$ cat config.mk
export PLATFORM = sky130hd
export DESIGN_NAME = tri_pwm_counter
export DESIGN_NICKNAME = d
export VERILOG_FILES = /design/src/rtl/tpc_pkg.sv /design/src/rtl/tpc_updown.sv /design/src/rtl/tpc_flag.sv /design/src/rtl/tpc_chan.sv /design/src/rtl/tri_pwm_counter.sv
export SDC_FILE = /design/constraint.sdc
export NUM_CORES = 1
export LEC_CHECK = 0
export BUFFER_PORTS_ARGS = -buffer_cell sky130_fd_sc_hd__buf_2
export CORE_UTILIZATION = 50
export CTS_CLUSTER_DIAMETER = 30
export DETAILED_ROUTE_END_ITERATION = 8
export PLACE_DENSITY = 0.71
export SKIP_LAST_GASP = 1
export SLEW_MARGIN = 0
export SYNTH_ARGS = -nofsm -noshare
export SYNTH_HDL_FRONTEND = slang
export SYNTH_HIERARCHICAL = 1
export SYNTH_SLANG_ARGS = --single-unit
export TNS_END_PERCENT = 50
$ cat constraint.sdc
create_clock -name clk -period 8 [get_ports clk]
set_input_delay 0.4 -clock clk [delete_from_list [all_inputs] [get_ports clk]]
set_output_delay 0.4 -clock clk [all_outputs]
set_load 0.02 [all_outputs]
$ cat src/rtl/tpc_pkg.sv
package tpc_pkg;
  localparam int ADDR_W    = 4;
  localparam int ADDR_PEAK = 0;
  localparam int ADDR_STAT = 1;
  localparam int ADDR_CNT  = 2;
  localparam int BUF_BASE  = 4;
  localparam int ACT_BASE  = 8;
  localparam logic [1:0] XFER_ON = 2'b11;
endpackage

$ cat src/rtl/tpc_updown.sv
// Triangle counter core: rises to peak+1, falls to zero, repeats.
module tpc_updown #(
  parameter int W = 16
) (
  input  logic         clk,
  input  logic         rst_n,
  input  logic         en,
  input  logic [W-1:0] peak,
  output logic [W-1:0] count,
  output logic         dir_up,
  output logic         hit
);
  logic [W:0] turn;
  logic       step_up;

  assign turn = {1'b0, peak} + {{W{1'b0}}, 1'b1};

  always_comb begin
    if (dir_up) step_up = ({1'b0, count} < turn);
    else        step_up = (count == '0);
  end

  // peak event: an upward step that leaves m
  assign hit = en && step_up && (count == peak);

  always_ff @(posedge clk or negedge rst_n) begin
    if (!rst_n) begin
      count  <= '0;
      dir_up <= 1'b1;
    end else if (en) begin
      if (step_up) begin
        count  <= count + 1'b1;
        dir_up <= 1'b1;
      end else begin
        count  <= count - 1'b1;
        dir_up <= 1'b0;
      end
    end
  end
endmodule

$ cat src/rtl/tpc_flag.sv
// Sticky compare-match flag; set has priority over software clear.
module tpc_flag (
  input  logic clk,
  input  logic rst_n,
  input  logic set,
  input  logic clr,
  output logic flag
);
  always_ff @(posedge clk or negedge rst_n) begin
    if (!rst_n)   flag <= 1'b0;
    else if (set) flag <= 1'b1;
    else if (clr) flag <= 1'b0;
  end
endmodule

$ cat src/rtl/tpc_chan.sv
// One duty channel: software-written buffer plus active copy.
module tpc_chan #(
  parameter int W = 16
) (
  input  logic         clk,
  input  logic         rst_n,
  input  logic         buf_we,
  input  logic [W-1:0] buf_wd,
  input  logic         load,
  output logic [W-1:0] buf_q,
  output logic [W-1:0] act_q
);
  always_ff @(posedge clk or negedge rst_n) begin
    if (!rst_n)      buf_q <= '0;
    else if (buf_we) buf_q <= buf_wd;
  end

  always_ff @(posedge clk or negedge rst_n) begin
    if (!rst_n)    act_q <= '0;
    else if (load) act_q <= buf_q;
  end
endmodule

$ cat src/rtl/tri_pwm_counter.sv
module tri_pwm_counter
  import tpc_pkg::*;
#(
  parameter int W      = 16,
  parameter int NUM_CH = 3
) (
  input  logic                clk,
  input  logic                rst_n,
  input  logic                cnt_en,
  input  logic [1:0]          xfer_mode,
  input  logic                wr_en,
  input  logic [3:0]          wr_addr,
  input  logic [W-1:0]        wr_data,
  input  logic [3:0]          rd_addr,
  output logic [W-1:0]        rd_data,
  output logic [W-1:0]        count_o,
  output logic [W-1:0]        peak_o,
  output logic                cmp_flag,
  output logic [NUM_CH*W-1:0] duty_o
);
  localparam logic [W-1:0] PEAK_MAX = {{(W-1){1'b1}}, 1'b0};

  logic                peak_q;
  logic [W-1:0]        peak_r;
  logic                dir_up;
  logic                hit;
  logic                xfer;
  logic                stat_clr;
  logic [NUM_CH*W-1:0] buf_flat;
  logic [W-1:0]        buf_arr [NUM_CH];
  logic [W-1:0]        act_arr [NUM_CH];

  assign peak_q = wr_en && (wr_addr == ADDR_W'(ADDR_PEAK));

  always_ff @(posedge clk or negedge rst_n) begin
    if (!rst_n)      peak_r <= '0;
    else if (peak_q) peak_r <= (wr_data > PEAK_MAX) ? PEAK_MAX : wr_data;
  end
  assign peak_o = peak_r;

  tpc_updown #(.W(W)) u_cnt (
    .clk    (clk),
    .rst_n  (rst_n),
    .en     (cnt_en),
    .peak   (peak_r),
    .count  (count_o),
    .dir_up (dir_up),
    .hit    (hit)
  );

  assign stat_clr = wr_en && (wr_addr == ADDR_W'(ADDR_STAT)) && !wr_data[0];
  assign xfer     = hit && (xfer_mode == XFER_ON);

  tpc_flag u_flag (
    .clk   (clk),
    .rst_n (rst_n),
    .set   (hit),
    .clr   (stat_clr),
    .flag  (cmp_flag)
  );

  for (genvar i = 0; i < NUM_CH; i++) begin : g_ch
    logic we;
    assign we = wr_en && (wr_addr == ADDR_W'(BUF_BASE + i));
    tpc_chan #(.W(W)) u_ch (
      .clk    (clk),
      .rst_n  (rst_n),
      .buf_we (we),
      .buf_wd (wr_data),
      .load   (xfer),
      .buf_q  (buf_arr[i]),
      .act_q  (act_arr[i])
    );
    assign duty_o[i*W +: W]   = act_arr[i];
    assign buf_flat[i*W +: W] = buf_arr[i];
  end

  always_comb begin
    rd_data = '0;
    if (rd_addr == ADDR_W'(ADDR_PEAK)) rd_data = peak_r;
    if (rd_addr == ADDR_W'(ADDR_STAT)) rd_data = {{(W-1){1'b0}}, cmp_flag};
    if (rd_addr == ADDR_W'(ADDR_CNT))  rd_data = count_o;
    for (int i = 0; i < NUM_CH; i++) begin
      if (rd_addr == ADDR_W'(BUF_BASE + i)) rd_data = buf_arr[i];
      if (rd_addr == ADDR_W'(ACT_BASE + i)) rd_data = act_arr[i];
    end
  end
endmodule

==> run metrics, run 1 <==
Netlist Area Pre-Place 8020 um2; Power Internal around 1.9 mW; Critical Path Fanout Max 48; Die Wd 129 um; post-CTS sizing 0; clock skew 8.88 ps; Seq pwr share 0.313; RSZ-0062 raised after global routing false; GRT Total Usage 0.283; CP Launch Type flop; busiest grt layer met2; die height 129 um; GPL Wtd Cong 0.944; CP max-delay cell buf_4; IO buf count 126; FILL cells 1312; Nets 867; Total Wirelength roughly 23 mm; Psw 1.28 mW; total setup buffers inserted after CTS 0; crit-path max cell delay 630 ps; WHS -21.5 ps; first-pass GRT wire length 35.1 mm; CTS buffer count 17; Worst-Skew Late Latency 420 ps; DRC errors left 0; Clk pwr share 0.235; Ports about 130; Main synth FF type dfrtp_1; max_slew headroom 0.136; met3 Track Usage GR 0.0690; Switching Share 0.402; Hold Buf Count CTS 0; DRT antenna net count 0; post-DP HPWL 16.1 mm; initial core utilization 0.520; FMAX ~0.2 GHz; post-synthesis sequential area ratio 0.406; Root Driver clkbuf_16; critical path startpoint peak_o[1]$_DFFE_PN0P_; final number of hold-violating endpoints 15; Worst Hold Class input pin to asynchronous set/reset pin; total of max-cap violations 0; H-tree Lvls 4; CTS tree yes; Synth cell types 71; grt total ovfl 0; largest net degree at the start of global routing 86; initial antenna violation count 0; CTS clk-pin slew, worst paths 60 ps; met1 Use GR 0.357; GR Layer Usage met2 0.455; Yosys reg bits 130; CP Class flop to flop; PwrDens between 300 and 400 nW/um2; failing checks hold timing; Post-Syn Instances 693; pins over their slew limit 0; cell leakage power 4.26 nW; Crit path arrival time 5310 ps; critical path endpoint category flop; DR WL/cell between 20 and 25 um; CP cell instances ha_1 -> and3_2 -> and3_1 -> and3_1 -> xnor2_1 -> ha_1 -> a21oi_1 -> a31oi_1 -> a2111oi_0 -> a211oi_2 -> buf_4 -> nor4_1 -> and3_2 -> buf_4 -> mux2_2; drt first pass iters 6; Via density 6.22; vias in the first global route ~6400; Setup Viol. Count Final 0; setup TNS 0 ps; Area Overhead vs Synth 14.9%; via count 6392; Worst Max-Slew Pin Slew 1300 ps; WP data required 8290 ps; ys async rst share 1.00; ANT cells 0; Die Area 16600 um2; Synth Net Count 755; Crit Reg-Reg Startpoint peak_o[1]$_DFFE_PN0P_; Warnings, synthesis 6; syn avg cell area 11.6 um2; combinational power share 0.452; drt initial violations 469; maximum vdd ir drop around 0.20 mV; core box area 15400 um2; clock buffer depth 2; clk sinks 130; Tcrit/Tclk final 0.627; Post-synth EDFFs 0; share of layout cells above drive strength 1 0.375; Core Rows 45; Final Critical Period ~5000 ps; status finished, violations left
-- path summary, 6_finish.rpt --
check                                                endpoint  slack [ps]  cells past startpoint
max                         g_ch[0].u_ch/act_q[2]$_DFFE_PN0P_        2980                     15
min                        g_ch[1].u_ch/act_q[13]$_DFFE_PN0P_         -20                      1
max reg2reg                 g_ch[0].u_ch/act_q[2]$_DFFE_PN0P_        2980                     15
min reg2reg                          u_cnt/dir_up$_DFFE_PN1P_         520                      2
max in group asynchronous   g_ch[0].u_ch/act_q[6]$_DFFE_PN0P_        6520                      2
min in group clk            g_ch[2].u_ch/buf_q[3]$_DFFE_PN0P_         300                      2
-- registers in the layout (all words and copies together) (netlist names) --
register         count
g_ch.u_ch/buf_q     48
u_flag/flag          1
g_ch.u_ch/act_q     48
peak_o              16
u_cnt/count         16
u_cnt/dir_up         1
-- layer usage --
| layer | up-vias | wire, um |
|---|---|---|
| li1 | 2820 | - |
| met1 | 3229 | 9430 |
| met2 | 295 | 10900 |
| met3 | 48 | 1720 |
| met4 | 0 | 715 |
| met5 | - | 0 |
-- cells in the mapped netlist (3+ instances only) --
| master | number | area, um2 |
|---|---|---|
| dfrtp_1 | 129 | 3230 |
| mux2_4 | 69 | 1040 |
| mux2_2 | 53 | 597 |
| ha_1 | 31 | 388 |
| a21oi_1 | 28 | 140 |
| xnor2_1 | 28 | 245 |
| nor2_1 | 27 | 101 |
| o21ai_0 | 27 | 135 |
| nand2_1 | 25 | 93.8 |
| a22oi_1 | 18 | 135 |
| inv_1 | 18 | 67.6 |
| nand3_1 | 16 | 80.1 |
| nand4_1 | 12 | 75.1 |
| buf_2 | 11 | 55.1 |
| clkbuf_1 | 11 | 41.3 |
| nand3b_1 | 11 | 82.6 |
| nor3_1 | 11 | 55.1 |
| nand2b_1 | 10 | 62.6 |
| o22ai_1 | 10 | 62.6 |
| xor2_1 | 10 | 87.6 |
| and3_1 | 9 | 56.3 |
| a222oi_1 | 8 | 80.1 |
| buf_6 | 8 | 90.1 |
| o211ai_1 | 8 | 60.1 |
| buf_12 | 7 | 140 |
| nor4_1 | 7 | 43.8 |
| nor2b_1 | 6 | 37.5 |
| o221ai_1 | 6 | 52.6 |
| o22a_1 | 6 | 52.6 |
| a211oi_1 | 4 | 30.0 |
| a31o_2 | 4 | 35.0 |
| a31oi_1 | 4 | 25.0 |
| a2111oi_0 | 3 | 26.3 |
| a21boi_0 | 3 | 22.5 |
| a21o_1 | 3 | 22.5 |
| a22o_1 | 3 | 26.3 |
| mux2i_1 | 3 | 30.0 |
| nor3b_1 | 3 | 22.5 |
| nor4b_1 | 3 | 26.3 |
| or3_1 | 3 | 18.8 |
-- power by group through the flow --
stage | logic (mW) | clock network, mW | registers (mW)
after floorplan | 1.05 | 0 | 1.00
after global placement | 1.35 | 0 | 0.998
after detailed placement | 1.42 | 0 | 1.01
after CTS | 1.43 | 0.761 | 0.998
after global routing | 1.58 | 0.789 | 1.02
final | 1.45 | 0.753 | 1.00
-- cell usage in the layout, fill, tap and decap left out, drive strengths merged, types with 16 or more instances in the layout --
| cell | instances |
|---|---|
| ha | 31 |
| nor2 | 29 |
| a21oi | 28 |
| mux2 | 122 |
| o21ai | 29 |
| nand2 | 25 |
| xnor2 | 28 |
| a22oi | 18 |
| inv | 20 |
| dfrtp | 129 |
| clkbuf | 20 |
| nand3 | 16 |
| buf | 133 |
-- stage by stage --
step                      area (um2)  cells   util  total power, mW  worst slack, ps
after CTS                       9210   1028  0.597             3.19             3020
after detailed placement        8640    997  0.560             2.43             3020
after global placement          8640    997  0.560             2.35             3260
final                           9210   1028  0.597             3.20             2980
after global routing            9210   1028  0.597             3.39             2660
after floorplan                 8020    693      -             2.05             3500
-- area by class of cell --
class | instances | area, um2 | area share
clock buffers | 20 | 437 | 0.0474
clock inverters | 11 | 131 | 0.0143
inverters | 18 | 67.6 | 0.00733
multi-input cells | 505 | 4370 | 0.475
flip-flops and latches | 130 | 3250 | 0.353
well taps | 211 | 264 | 0.0287
repair buffers | 133 | 686 | 0.0744
-- kinds of logic (layout without fill, tap and decap cells) --
| kind of cell | after synthesis | count (layout) | synth area share |
|---|---|---|---|
| AO/OA/AOI/OAI | 153 | 153 | 0.135 |
| XOR/XNOR | 38 | 38 | 0.0415 |
| adder cells (fa/ha/maj) | 32 | 32 | 0.0509 |
| buffers and inverters | 58 | 182 | 0.0510 |
| flip-flops | 130 | 130 | 0.406 |
| multiplexers | 125 | 125 | 0.207 |
| AND/OR/NAND/NOR | 157 | 157 | 0.109 |
-- critical path: cells and delay by family, from the launching register on --
family,cells,cell delay (ps)
AND/OR/NAND/NOR,5,1460
AO/OA/AOI/OAI,4,920
buffers and inverters,2,880
adder cells (fa/ha/maj),2,570
flip-flops,1,450
multiplexers,1,430
XOR/XNOR,1,130
(Power assumes the default switching activity.)
==> run 2, diff against run 1 <==
--- a/config.mk
+++ b/config.mk
@@ -5,6 +5,7 @@
 export SDC_FILE = /design/constraint.sdc
 export NUM_CORES = 1
 export LEC_CHECK = 0
+export ABC_AREA = 1
 export BUFFER_PORTS_ARGS = -buffer_cell sky130_fd_sc_hd__buf_2
 export CORE_UTILIZATION = 50
 export CTS_CLUSTER_DIAMETER = 30
==> constraint.sdc (replaced) <==
create_clock -name clk -period 4.7 [get_ports clk]
set_input_delay 0.235 -clock clk [delete_from_list [all_inputs] [get_ports clk]]
set_output_delay 0.235 -clock clk [all_outputs]
set_load 0.02 [all_outputs]
==> run 2 against run 1 <==
The run now ends clean. Clock power is 79% higher. Setup slack got worse by 2600 ps. Die area hardly changed. Fmax up 16%. Critical path depth grew 13. Cell count up 43%. Global-route usage shrank 0.22 points. Sequential share of layout area shrank 0.48 points. Utilization is 0.83 points higher. Clock-buffer cell count up 1. Critical endpoint is now u_cnt/count[14]$_DFFE_PN0P_.
==> run metrics, run 2 <==
Crit path arrival time 4670 ps (was 5310 ps); via count 7567 (was 6392); Final Critical Period 4330 ps (was 5020 ps); CTS clk-pin slew, worst paths 60 ps (about the same); total of max-cap violations 0 (unchanged); CTS buffer count 17 (unchanged); Die Wd 129 um (about the same); ANT cells 0 (unchanged); Root Driver clkbuf_16 (unchanged); DRC errors left 0 (unchanged); largest net degree at the start of global routing 99 (was 86); mux contribution to synthesized area 0.00140 (was 0.207); status finished, final reports clean (was finished, violations left); Core Rows 45 (unchanged); drt first pass iters 6 (unchanged); initial antenna violation count 0 (unchanged); setup TNS 0 ps (unchanged); Total Wirelength 22.0 mm (was 22.8 mm); grt total ovfl 0 (unchanged); commonest non-fill, non-tap cell in the layout nand2_1 (was dfrtp_1); die height 129 um (about the same); Synth Net Count 1181 (was 755); critical path endpoint category flop (unchanged); Overall Power 4.55 mW (was 3.20 mW); Area Overhead vs Synth 16.4% (was 14.9%); Die Area 16600 um2 (about the same); Power Internal 2.75 mW (was 1.91 mW); CP delay by family, top simple AND/OR/NAND/NOR gates (unchanged); share of layout cells above drive strength 1 0.180 (was 0.375); DRT antenna net count 0 (unchanged); Nets 1303 (was 867); CP dominant cell by count nand2_1; post-synthesis adder-cell area fraction 0.0509 (about the same); Warnings, synthesis 6 (unchanged); Post-synth top cells 507 x nand2_1, 129 x dfrtp_1, 91 x inv_1 (was 129 x dfrtp_1, 69 x mux2_4, 53 x mux2_2); Post-Synth XOR/XNOR Area 0.0328 (was 0.0415); final number of hold-violating endpoints 0 (was 15); Final Non-Filler Cells 1465 (was 1028); Setup WS post-layout 369 ps (was 2980 ps); Via density 5.17 (was 6.22); met1 Use GR 0.409 (was 0.357); Post-Syn Instances 1119 (was 693); cell with the most instances after synthesis nand2_1 (was dfrtp_1); Placed Cells 1430 (was 997); GR Layer Usage met2 0.435 (was 0.455); Main synth FF type dfrtp_1 (unchanged); Synth Area in Simple Gates 0.382 (was 0.109); complex-gate fraction of the synthesized area 0.0370 (was 0.135); Setup Viol. Count Final 0 (unchanged); met3 Track Usage GR 0.0445 (was 0.0690); Psw 1.81 mW (was 1.28 mW); GRT Total Usage 0.281 (was 0.283); Worst Max-Slew Pin Slew 1210 ps (was 1300 ps); GPL Wtd Cong 0.861 (was 0.944); clock skew 9.07 ps (was 8.88 ps); Ports 127 (unchanged); vias in the first global route 6925 (was 6411); WP buf/inv 3 (was 2); largest family of logic cells by synthesized area simple AND/OR/NAND/NOR gates (was multiplexers); FMAX 0.231 GHz (was 0.199 GHz); post-DP HPWL 16.0 mm (was 16.1 mm); Post-synth EDFFs 0 (unchanged); initial core utilization 0.520 (about the same); clock buffer depth 2 (unchanged); pins over their slew limit 0 (unchanged); H-tree Lvls 4 (unchanged); Worst Hold Class input pin to flop (was input pin to asynchronous set/reset pin); CTS tree yes (unchanged); CP Class flop to flop (unchanged); ys async rst share 1.00 (unchanged); WP data required 5040 ps (was 8290 ps); Worst-Skew Late Latency 420 ps (about the same); Switching Share 0.397 (was 0.402); core box area 15400 um2 (unchanged); most frequent cells in the layout 507 x nand2_1, 129 x dfrtp_1, 125 x buf_2 (was 129 x dfrtp_1, 125 x buf_2, 69 x mux2_4); Clk pwr share 0.296 (was 0.235); biggest regs g_ch.u_ch/act_q x48, g_ch.u_ch/buf_q x48 (unchanged); FILL cells 1493 (was 1312); Netlist Area Pre-Place 8020 um2 (about the same); post-synthesis sequential area ratio 0.406 (about the same); leading area contributor after synthesis dfrtp_1 (unchanged); maximum vdd ir drop 0.291 mV (was 0.197 mV); max_slew headroom 0.192 (was 0.136); Synth cell types 41 (was 71); top cell type's share of synthesized area 0.402 (about the same); IO buf count 126 (unchanged); Seq pwr share 0.352 (was 0.313); drt initial violations 675 (was 469); Tcrit/Tclk final 0.922 (was 0.627); CP max-delay cell dfrtp_1 (was buf_4); syn avg cell area 7.17 um2 (was 11.6 um2); PwrDens 488 nW/um2 (was 347 nW/um2); combinational power share 0.352 (was 0.452); Critical Path Fanout Max 9 (was 48); crit-path max cell delay 440 ps (was 630 ps); Synth area leaders dfrtp_1 40%, nand2_1 24%, ha_1 4.8% (was dfrtp_1 40%, mux2_4 13%, mux2_2 7.4%); pre-CTS worst setup slack 377 ps (was 3020 ps); clk sinks 130 (unchanged); CP Launch Type flop (unchanged); Yosys reg bits 130 (unchanged); DR WL/cell 15.0 um (was 22.2 um); cell leakage power 5.21 nW (was 4.26 nW); first-pass GRT wire length 35.8 mm (was 35.1 mm); busiest grt layer met2 (unchanged)
-- run 2: cell count changes after synthesis, moves of 14 or more --
| cell | change |
|---|---|
| a21oi_1 | -14 |
| a22oi_1 | -18 |
| inv_1 | +73 |
| mux2_2 | -52 |
| mux2_4 | -69 |
| nand2_1 | +482 |
| nand2_2 | +16 |
| nand3_1 | +49 |
| nor2_1 | +61 |
| xnor2_1 | -15 |
-- run 2: layer usage --
layer	up-vias	share of wire	wire, um
li1	3752	-	-
met1	3544	0.47	10300
met2	248	0.46	10100
met3	23	0.060	1330
met4	0	0.013	295
met5	-	0	0
-- run 2: path summary, 6_finish.rpt --
kind                                                    from                           endpoint  slack (ps)  depth (start not counted)
hold reg to reg            g_ch[0].u_ch/buf_q[6]$_DFFE_PN0P_  g_ch[0].u_ch/buf_q[6]$_DFFE_PN0P_         490                          2
max in group asynchronous                              rst_n  g_ch[1].u_ch/buf_q[7]$_DFFE_PN0P_        3150                          3
hold / removal                                    wr_data[4]  g_ch[2].u_ch/buf_q[4]$_DFFE_PN0P_          80                          3
min in group asynchronous                              rst_n         u_cnt/count[3]$_DFFE_PN0P_         460                          2
setup / recovery                       peak_o[0]$_DFFE_PN0P_        u_cnt/count[14]$_DFFE_PN0P_         370                         28
setup reg to reg                       peak_o[0]$_DFFE_PN0P_        u_cnt/count[14]$_DFFE_PN0P_         370                         28
-- run 2: cell families after synthesis --
kind of cell             count (synthesis)
flip-flops                             130
AND/OR/NAND/NOR                        738
buffers and inverters                  135
XOR/XNOR                                30
multiplexers                             1
AO/OA/AOI/OAI                           53
adder cells (fa/ha/maj)                 32
-- run 2: layout make-up --
class | count | area (um2) | share of cell area
repair buffers | 139 | 749 | 0.0802
flip-flops and latches | 130 | 3250 | 0.348
clock inverters | 11 | 128 | 0.0137
well taps | 211 | 264 | 0.0283
clock buffers | 21 | 470 | 0.0504
multi-input cells | 854 | 4060 | 0.435
inverters | 99 | 413 | 0.0442
-- run 2: timing repair --
item	in CTS	in global routing
gates resized for setup	0	4
buffers inserted	0	2
setup endpoints to repair	0	9
endpoints found under the hold margin	96	0
hold buffers	1	0
-- run 2: worst register-to-register path, delay by kind of cell (launching register included) --
kind	cells	cell delay [ps]
buf+inv	3	430
simple gates	16	1740
fa+ha+maj	3	900
flops	1	440
xor+xnor	1	170
compound gates	5	560
-- run 2: stage by stage --
step / utilization / instance area, um2 / hold WS, ps
global route: 0.605 / 9340 / 82.6
CTS: 0.603 / 9300 / 79.0
detailed placement: 0.563 / 8690 / 415
global placement: 0.563 / 8690 / 419
floorplan: - / 8020 / -60.6
finish: 0.605 / 9340 / 80.8
-- run 2: power groups by stage --
stage | clock network (mW) | logic [mW] | registers [mW]
2_1_floorplan | 0 | 1.04 | 1.66
3_3_place_gp | 0 | 1.56 | 1.62
3_5_place_dp | 0 | 1.57 | 1.62
4_1_cts | 1.36 | 1.58 | 1.60
5_1_grt | 1.41 | 1.82 | 1.64
6_report | 1.35 | 1.60 | 1.60
